--- src/rtl/enc_frame_pkg.sv ---
package enc_frame_pkg;
   typedef enum logic [1:0] {
      ST_IDLE = 2'd0,
      ST_ACK  = 2'd1,
      ST_DATA = 2'd2,
      ST_GAP  = 2'd3
   } efm_state_e;
endpackage

--- src/rtl/enc_link_div.sv ---
module enc_link_div #(
   parameter int HALF_DIV = 10
) (
   input  logic clk,
   input  logic rst_n,
   input  logic en,
   output logic tick
);
   if (HALF_DIV < 1) begin : g_bad
      $error("enc_link_div: HALF_DIV must be at least 1");
   end

   if (HALF_DIV == 1) begin : g_direct
      assign tick = en;
   end else begin : g_count
      localparam int CW = $clog2(HALF_DIV);
      logic [CW-1:0] cnt;

      always_ff @(posedge clk or negedge rst_n) begin
         if (!rst_n)                          cnt <= '0;
         else if (!en)                        cnt <= '0;
         else if (cnt == CW'(HALF_DIV - 1))   cnt <= '0;
         else                                 cnt <= cnt + 1'b1;
      end

      assign tick = en && (cnt == CW'(HALF_DIV - 1));

      // phase counter never passes the half-period limit
      a_r3_div_range: assert property (@(posedge clk) disable iff (!rst_n)
         cnt <= CW'(HALF_DIV - 1));
   end
endmodule

--- src/rtl/enc_crc_serial.sv ---
module enc_crc_serial #(
   parameter int          W    = 6,
   parameter logic [W-1:0] POLY = 6'h17
) (
   input  logic         clk,
   input  logic         rst_n,
   input  logic         clr,
   input  logic         en,
   input  logic         din,
   output logic [W-1:0] crc
);
   if (W < 2) begin : g_bad
      $error("enc_crc_serial: W must be at least 2");
   end

   logic fb;
   assign fb = crc[W-1] ^ din;

   always_ff @(posedge clk or negedge rst_n) begin
      if (!rst_n)   crc <= '0;
      else if (clr) crc <= '0;
      else if (en)  crc <= {crc[W-2:0], 1'b0} ^ (fb ? POLY : '0);
   end
endmodule

--- src/rtl/enc_frame_master.sv ---
module enc_frame_master
   import enc_frame_pkg::*;
#(
   parameter int POS_W      = 26,
   parameter int HALF_DIV   = 10,
   parameter int ACK_LIMIT  = 16,
   parameter int GAP_CYCLES = 200
) (
   input  logic             clk,
   input  logic             rst_n,
   input  logic             rd_req,
   input  logic             lnk_dat,
   output logic             lnk_clk,
   output logic             busy,
   output logic             rd_done,
   output logic [POS_W-1:0] position,
   output logic             warn,
   output logic             fault,
   output logic             chk_fail,
   output logic             ack_tmo
);
   localparam int STAT_W  = 2;
   localparam int CRC_W   = 6;
   localparam int PAY_W   = STAT_W + POS_W;
   localparam int FRAME_W = PAY_W + CRC_W;
   localparam int IDX_W   = $clog2(FRAME_W + 1);
   localparam int ACK_W   = $clog2(ACK_LIMIT + 1);
   localparam int GAP_W   = $clog2(GAP_CYCLES + 1);

   if (POS_W < 1)      begin : g_bad_pos $error("POS_W must be positive");      end
   if (ACK_LIMIT < 1)  begin : g_bad_ack $error("ACK_LIMIT must be positive");  end
   if (GAP_CYCLES < 1) begin : g_bad_gap $error("GAP_CYCLES must be positive"); end

   efm_state_e         state;
   logic               ma_q;
   logic [IDX_W-1:0]   bit_idx;
   logic [ACK_W-1:0]   ack_cnt;
   logic [GAP_W-1:0]   gap_cnt;
   logic [FRAME_W-2:0] shreg;
   logic [FRAME_W-1:0] full;
   logic [POS_W-1:0]   pos_q;
   logic               warn_q, fault_q, fail_q, tmo_q, done_q;
   logic               in_frame, tick, sample, accept, crc_en;
   logic [CRC_W-1:0]   crc_calc;
   logic [CRC_W-1:0]   crc_rx;

   assign in_frame = (state == ST_ACK) || (state == ST_DATA);
   assign accept   = (state == ST_IDLE) && rd_req;
   assign sample   = tick && !ma_q;
   assign crc_en   = sample && (state == ST_DATA) && (bit_idx < IDX_W'(PAY_W));
   assign full     = {shreg, lnk_dat};
   assign crc_rx   = full[CRC_W-1:0];

   enc_link_div #(.HALF_DIV(HALF_DIV)) u_div (
      .clk   (clk),
      .rst_n (rst_n),
      .en    (in_frame),
      .tick  (tick)
   );

   enc_crc_serial #(.W(CRC_W), .POLY(6'h17)) u_crc (
      .clk   (clk),
      .rst_n (rst_n),
      .clr   (accept),
      .en    (crc_en),
      .din   (lnk_dat),
      .crc   (crc_calc)
   );

   always_ff @(posedge clk or negedge rst_n) begin
      if (!rst_n) begin
         state   <= ST_IDLE;
         ma_q    <= 1'b1;
         bit_idx <= '0;
         ack_cnt <= '0;
         gap_cnt <= '0;
         shreg   <= '0;
         pos_q   <= '0;
         warn_q  <= 1'b0;
         fault_q <= 1'b0;
         fail_q  <= 1'b0;
         tmo_q   <= 1'b0;
         done_q  <= 1'b0;
      end else begin
         done_q <= 1'b0;
         unique case (state)
            ST_IDLE: begin
               if (rd_req) begin
                  state   <= ST_ACK;
                  ma_q    <= 1'b0;
                  ack_cnt <= '0;
                  bit_idx <= '0;
                  tmo_q   <= 1'b0;
               end
            end
            ST_ACK: begin
               if (tick) begin
                  if (ma_q) begin
                     ma_q <= 1'b0;
                  end else begin
                     ma_q <= 1'b1;
                     if (!lnk_dat) begin
                        state <= ST_DATA;
                     end else if (ack_cnt == ACK_W'(ACK_LIMIT - 1)) begin
                        tmo_q   <= 1'b1;
                        state   <= ST_GAP;
                        gap_cnt <= '0;
                     end else begin
                        ack_cnt <= ack_cnt + 1'b1;
                     end
                  end
               end
            end
            ST_DATA: begin
               if (tick) begin
                  if (ma_q) begin
                     ma_q <= 1'b0;
                  end else begin
                     ma_q    <= 1'b1;
                     shreg   <= full[FRAME_W-2:0];
                     bit_idx <= bit_idx + 1'b1;
                     if (bit_idx == IDX_W'(FRAME_W - 1)) begin
                        state   <= ST_GAP;
                        gap_cnt <= '0;
                        done_q  <= 1'b1;
                        warn_q  <= full[FRAME_W-1];
                        fault_q <= full[FRAME_W-2];
                        fail_q  <= (crc_rx != crc_calc);
                        if (crc_rx == crc_calc) pos_q <= full[CRC_W +: POS_W];
                     end
                  end
               end
            end
            ST_GAP: begin
               if (gap_cnt == GAP_W'(GAP_CYCLES - 1)) state <= ST_IDLE;
               else                                   gap_cnt <= gap_cnt + 1'b1;
            end
            default: state <= ST_IDLE;
         endcase
      end
   end

   assign lnk_clk  = ma_q;
   assign busy     = (state != ST_IDLE);
   assign rd_done  = done_q;
   assign position = pos_q;
   assign warn     = warn_q;
   assign fault    = fault_q;
   assign chk_fail = fail_q;
   assign ack_tmo  = tmo_q;

   // clock line high whenever no read is running
   a_r2_idle_high: assert property (@(posedge clk) disable iff (!rst_n)
      !in_frame |-> lnk_clk);
   // acknowledge wait counter stays below the limit
   a_r5_ack_bound: assert property (@(posedge clk) disable iff (!rst_n)
      ack_cnt < ACK_W'(ACK_LIMIT));
   // an abandoned read never reports completion
   a_r5_tmo_no_done: assert property (@(posedge clk) disable iff (!rst_n)
      $rose(ack_tmo) |-> !rd_done);
   // completion is a single-cycle pulse
   a_r7_done_pulse: assert property (@(posedge clk) disable iff (!rst_n)
      rd_done |=> !rd_done);
   // failed check leaves the position untouched
   a_r8_hold_on_fail: assert property (@(posedge clk) disable iff (!rst_n)
      (rd_done && chk_fail) |-> $stable(position));
   // no clock activity in the quiet gap
   a_r10_gap_quiet: assert property (@(posedge clk) disable iff (!rst_n)
      (state == ST_GAP) |=> lnk_clk);
   // a low clock line only occurs while busy
   a_r11_busy_low: assert property (@(posedge clk) disable iff (!rst_n)
      !lnk_clk |-> busy);
endmodule

--- config.mk ---
export PLATFORM = sky130hd
export DESIGN_NAME = enc_frame_master
export DESIGN_NICKNAME = d
export VERILOG_FILES = /design/src/rtl/enc_frame_pkg.sv /design/src/rtl/enc_link_div.sv /design/src/rtl/enc_crc_serial.sv /design/src/rtl/enc_frame_master.sv
export SDC_FILE = /design/constraint.sdc
export NUM_CORES = 1
export LEC_CHECK = 0
export BUFFER_PORTS_ARGS = -buffer_cell sky130_fd_sc_hd__buf_2
export CELL_PAD_IN_SITES_DETAIL_PLACEMENT = 1
export CELL_PAD_IN_SITES_GLOBAL_PLACEMENT = 1
export CORE_MARGIN = 10
export CORE_UTILIZATION = 52
export CTS_CLUSTER_DIAMETER = 50
export DETAILED_ROUTE_END_ITERATION = 10
export GPL_TIMING_DRIVEN = 0
export PLACE_DENSITY = 0.88
export SYNTH_ARGS = -nofsm -noshare
export SYNTH_HDL_FRONTEND = slang
export SYNTH_SLANG_ARGS = --single-unit
--- constraint.sdc ---
create_clock -name clk -period 5.3 [get_ports clk]
set_clock_uncertainty 0.1 [all_clocks]
set_input_delay 1.06 -clock clk [delete_from_list [all_inputs] [get_ports clk]]
set_output_delay 1.06 -clock clk [all_outputs]
set_load 0.1 [all_outputs]
==> impl_results.rst <==
.. list-table::
   :header-rows: 1

   * - Metric
     - Value
   * - Run status
     - finished, final reports clean
   * - Share of Yosys cell area claimed by the top area cell type
     - between 50% and 60%
   * - H-tree levels
     - 3
   * - Cell breakdown of the critical path
     - inv_1 > ha_1 > clkbuf_1 > inv_1 > buf_2
   * - Library cells used by synthesis
     - 52
   * - DRT Wirelength
     - between 10000 and 15000 microns
   * - Via count
     - 3012
   * - Max IR drop VDD
     - approximately 0.00022 V
   * - Area of combinational cells with multiple inputs
     - 0.00192 sq mm
   * - NumNets Final
     - 419
   * - Number of antenna violations at the first check in global routing
     - 0
   * - Final setup violation count
     - 0
   * - Most used DFF post-synth
     - sky130_fd_sc_hd__dfrtp_1
   * - Core Footprint
     - 0.00826 sq mm
   * - FMAX
     - between 300 and 400 MHz
   * - Cts-stage hold buffer count
     - 0
   * - Element type at the critical path start
     - register
   * - Most common cell after layout, fill and taps aside
     - sky130_fd_sc_hd__dfrtp_1
   * - Minimum setup slack in the final design
     - around 2200 ps
   * - Library cell contributing the largest single delay on the critical path
     - sky130_fd_sc_hd__buf_2
   * - Full die area
     - 0.0127 sq mm
   * - DP Wirelength
     - 6940 microns
   * - Wire length of the first global-routing pass
     - 17300 microns
   * - # fillers
     - between 800 and 900
   * - Sequential-to-total area share from yosys stat
     - roughly 54%
   * - Port-buffer cells
     - 35
   * - Layout Cells excl Fill
     - 513
   * - Final total negative setup slack
     - 0 ps
   * - Clock latency of the later-clocked register in the worst-skew pair
     - between 300 and 400 ps
   * - Min Clock Period, post-route
     - approximately 3100 ps
   * - Critical path class
     - register to primary output
   * - Overflow after GRT
     - 0
   * - Final count of hold timing violations
     - 0
   * - Largest area contributor in the netlist
     - sky130_fd_sc_hd__dfrtp_1
   * - Number of diodes added for antenna fixing
     - 0
   * - Share of post-route cells with drive strength above 1
     - between 30% and 40%
   * - Post-Place Worst Slack
     - 2270 ps
   * - Buffering stage count on the worst path with inverters included
     - 4
   * - Remaining number of nets flagged by the antenna check after routing
     - 0
   * - Most area-consuming cells after synthesis
     - sky130_fd_sc_hd__dfrtp_1 53%, sky130_fd_sc_hd__mux2_2 11%, sky130_fd_sc_hd__mux2_4 6.4%
   * - Total of max-cap violations
     - 0
   * - Detailed-route DRC error count
     - 0
   * - Post-placement cell count
     - 497
   * - Maximum number of pins on one net before global-route repair
     - 62
   * - Cell repeated most along the worst path
     - sky130_fd_sc_hd__inv_1
   * - Total setup buffers inserted after CTS
     - 0
   * - Register clock-pin slew on the reported worst setup and hold paths
     - roughly 100 ps
   * - FFs w/ async S/R, synth
     - 100%
   * - CTS-repair resized insts
     - 0
   * - CTS sink cnt
     - 96
   * - Area growth from synthesis to layout
     - 12.4%
   * - Fin. max-slew vios
     - 0
   * - Launch instance of the worst min-delay path
     - chk_fail$_DFFE_PN0P_
   * - Average wire per cell in the routed design
     - 20.3 microns
   * - Num rows
     - 33
   * - Clock buffers created by TritonCTS
     - 9
   * - Number of cells produced by synthesis
     - 356
   * - Drt via density
     - 5.87
   * - Number of flops mapped to enable cells by yosys
     - 0
   * - Worst Hold Class
     - register to register
   * - Leakage component of the power
     - 2.55 nW
   * - Cells on worst reg2reg path
     - 9
   * - Clock Root Buffer
     - sky130_fd_sc_hd__clkbuf_8
   * - Max_slew headroom
     - roughly three fifths
   * - Total of flip-flops plus latches after synthesis
     - 96
   * - Sequential cell area in the final layout
     - 0.00240 sq mm
   * - Worst Hold End
     - chk_fail$_DFFE_PN0P_
   * - Slew of the pin with the lowest slew margin
     - 596 ps
   * - CTS tree
     - yes
   * - Number of global-route vias before repair
     - approximately 3300
   * - Largest driver fanout on the critical path
     - 10
   * - Number of cells on the worst hold path
     - 1
   * - DIE WIDTH
     - 113 microns
   * - Synthesized net count
     - 372
   * - RR Endpoint
     - position[7]$_DFFE_PN0P_
   * - Crit Reg-Reg Startpoint
     - state[0]$_DFFE_PN0P_
   * - Endpoint class of the critical path
     - primary output
   * - Count of warnings emitted by yosys
     - 0
   * - Die H
     - 113 microns
   * - Commonest cells after routing, fill and taps aside
     - 95 x sky130_fd_sc_hd__dfrtp_1, 43 x sky130_fd_sc_hd__mux2_2, 35 x sky130_fd_sc_hd__buf_2, 23 x sky130_fd_sc_hd__nand2_1, 20 x sky130_fd_sc_hd__o21ai_0
   * - Final period utilization
     - 58.8%
   * - Maximum single-stage delay on the critical path
     - 450 ps
   * - DRC marker count from the first detailed-route iteration
     - 223
   * - Effective utilization at floorplan
     - 53.9%
   * - Worst setup path startpoint
     - state[0]$_DFFE_PN0P_
   * - DRT Pass-1 Iters
     - 4
   * - Gate family responsible for the most delay along the worst path
     - buffers and inverters
   * - Total standard cell area after synthesis
     - 0.00445 sq mm
   * - Req. time, crit path
     - 4140 ps
   * - Num ports
     - 37
   * - R2R setup slack
     - 2250 ps
   * - RSZ-0062 raised after global routing
     - no
   * - Maximum number of buffers from clock root to sink
     - 2
   * - Total power divided by cell area
     - 396 mW/mm^2
   * - Global placer's final weighted congestion
     - approximately 0.77
   * - GRT Total Usage
     - 16.5%
   * - Average footprint of a synthesized cell
     - 12.5 sq um
   * - Endpoint arrival time on the critical path
     - 1960 ps
-- metrics by stage --
step           total power, W  utilization [%]  area (sq um)  hold slack [ps]
2_1_floorplan         0.00130                -          4450              350
4_1_cts               0.00199             60.6          5010              403
3_5_place_dp          0.00145             58.0          4790              380
5_1_grt               0.00210             60.6          5010              438
3_3_place_gp          0.00141             57.6          4760              364
6_report              0.00198             60.6          5010              397
-- cell families after synthesis --
logic type | count (synthesis) | synth area share, %
muxes | 66 | 18.2
and+or+nand+nor | 91 | 11.8
buffers and inverters | 28 | 2.81
xor gates and xnor gates | 12 | 2.36
DFF | 96 | 54.0
AOI/OAI and AO/OA | 51 | 7.47
adders and majority gates | 12 | 3.37
-- cells in the mapped netlist, types with 3 or more instances --
master,instances
sky130_fd_sc_hd__a22o_1,9
sky130_fd_sc_hd__clkbuf_1,11
sky130_fd_sc_hd__o21ai_0,20
sky130_fd_sc_hd__xnor2_1,8
sky130_fd_sc_hd__nand3b_1,3
sky130_fd_sc_hd__mux2_2,43
sky130_fd_sc_hd__xor2_1,4
sky130_fd_sc_hd__mux2_4,19
sky130_fd_sc_hd__nor2b_1,3
sky130_fd_sc_hd__mux2i_1,4
sky130_fd_sc_hd__nor2_1,12
sky130_fd_sc_hd__nand2b_1,4
sky130_fd_sc_hd__a21oi_1,7
sky130_fd_sc_hd__and3_1,3
sky130_fd_sc_hd__inv_1,13
sky130_fd_sc_hd__ha_1,12
sky130_fd_sc_hd__nand3_1,19
sky130_fd_sc_hd__nand2_1,23
sky130_fd_sc_hd__dfrtp_1,95
sky130_fd_sc_hd__or4b_2,3
sky130_fd_sc_hd__nor3_1,7
-- worst register-to-register path: stages (launching register included) --
cell	delay, ps
sky130_fd_sc_hd__dfrtp_1	410
sky130_fd_sc_hd__inv_1	110
sky130_fd_sc_hd__ha_1	400
sky130_fd_sc_hd__nand4b_4	220
sky130_fd_sc_hd__nor3b_2	200
sky130_fd_sc_hd__buf_4	210
sky130_fd_sc_hd__nor3b_4	420
sky130_fd_sc_hd__nand4_4	300
sky130_fd_sc_hd__buf_6	260
sky130_fd_sc_hd__mux2_4	310
-- layer usage --
layer	vias up	track usage [%]	wire (microns)
li1	1371	-	-
met1	1568	19.8	4420
met2	58	28.1	5410
met3	15	3.62	350
met4	0	6.51	207
met5	-	0	0
-- registers in the layout, summed over array words and instances (netlist names) --
| signal | flops |
|---|---|
| ack_cnt | 5 |
| ack_tmo | 1 |
| bit_idx | 6 |
| chk_fail | 1 |
| fault | 1 |
| gap_cnt | 8 |
| lnk_clk | 1 |
| position | 26 |
| rd_done | 1 |
| shreg | 33 |
| state | 2 |
| u_crc.crc | 6 |
| u_div.g_count.cnt | 4 |
| warn | 1 |
-- cell type report --
type	count	area share (%)
Sequential cell	96	48.0
Multi-Input combinational cell	232	38.4
Timing Repair Buffer	36	4.10
Tap cell	105	2.62
Clock buffer	9	2.47
Clock inverter	7	1.85
Buffer	15	1.52
Inverter	13	0.975
-- worst max-delay path by stage --
stage	endpoint	slack, ps	cells after the start
after floorplan	gap_cnt[3]$_DFFE_PN0P_	2540	9
after global placement	position[13]$_DFFE_PN0P_	2170	1
after detailed placement	position[23]$_DFFE_PN0P_	2270	6
after CTS	busy	2180	5
after global routing	busy	2050	5
final	busy	2180	5
-- power by group --
group          switching (W)  internal (W)  leakage (nW)
Clock               0.000294      0.000234         0.112
Sequential         0.0000772      0.000805          1.32
Combinational       0.000397      0.000176          1.11
Power figures use the tool's default switching activity.
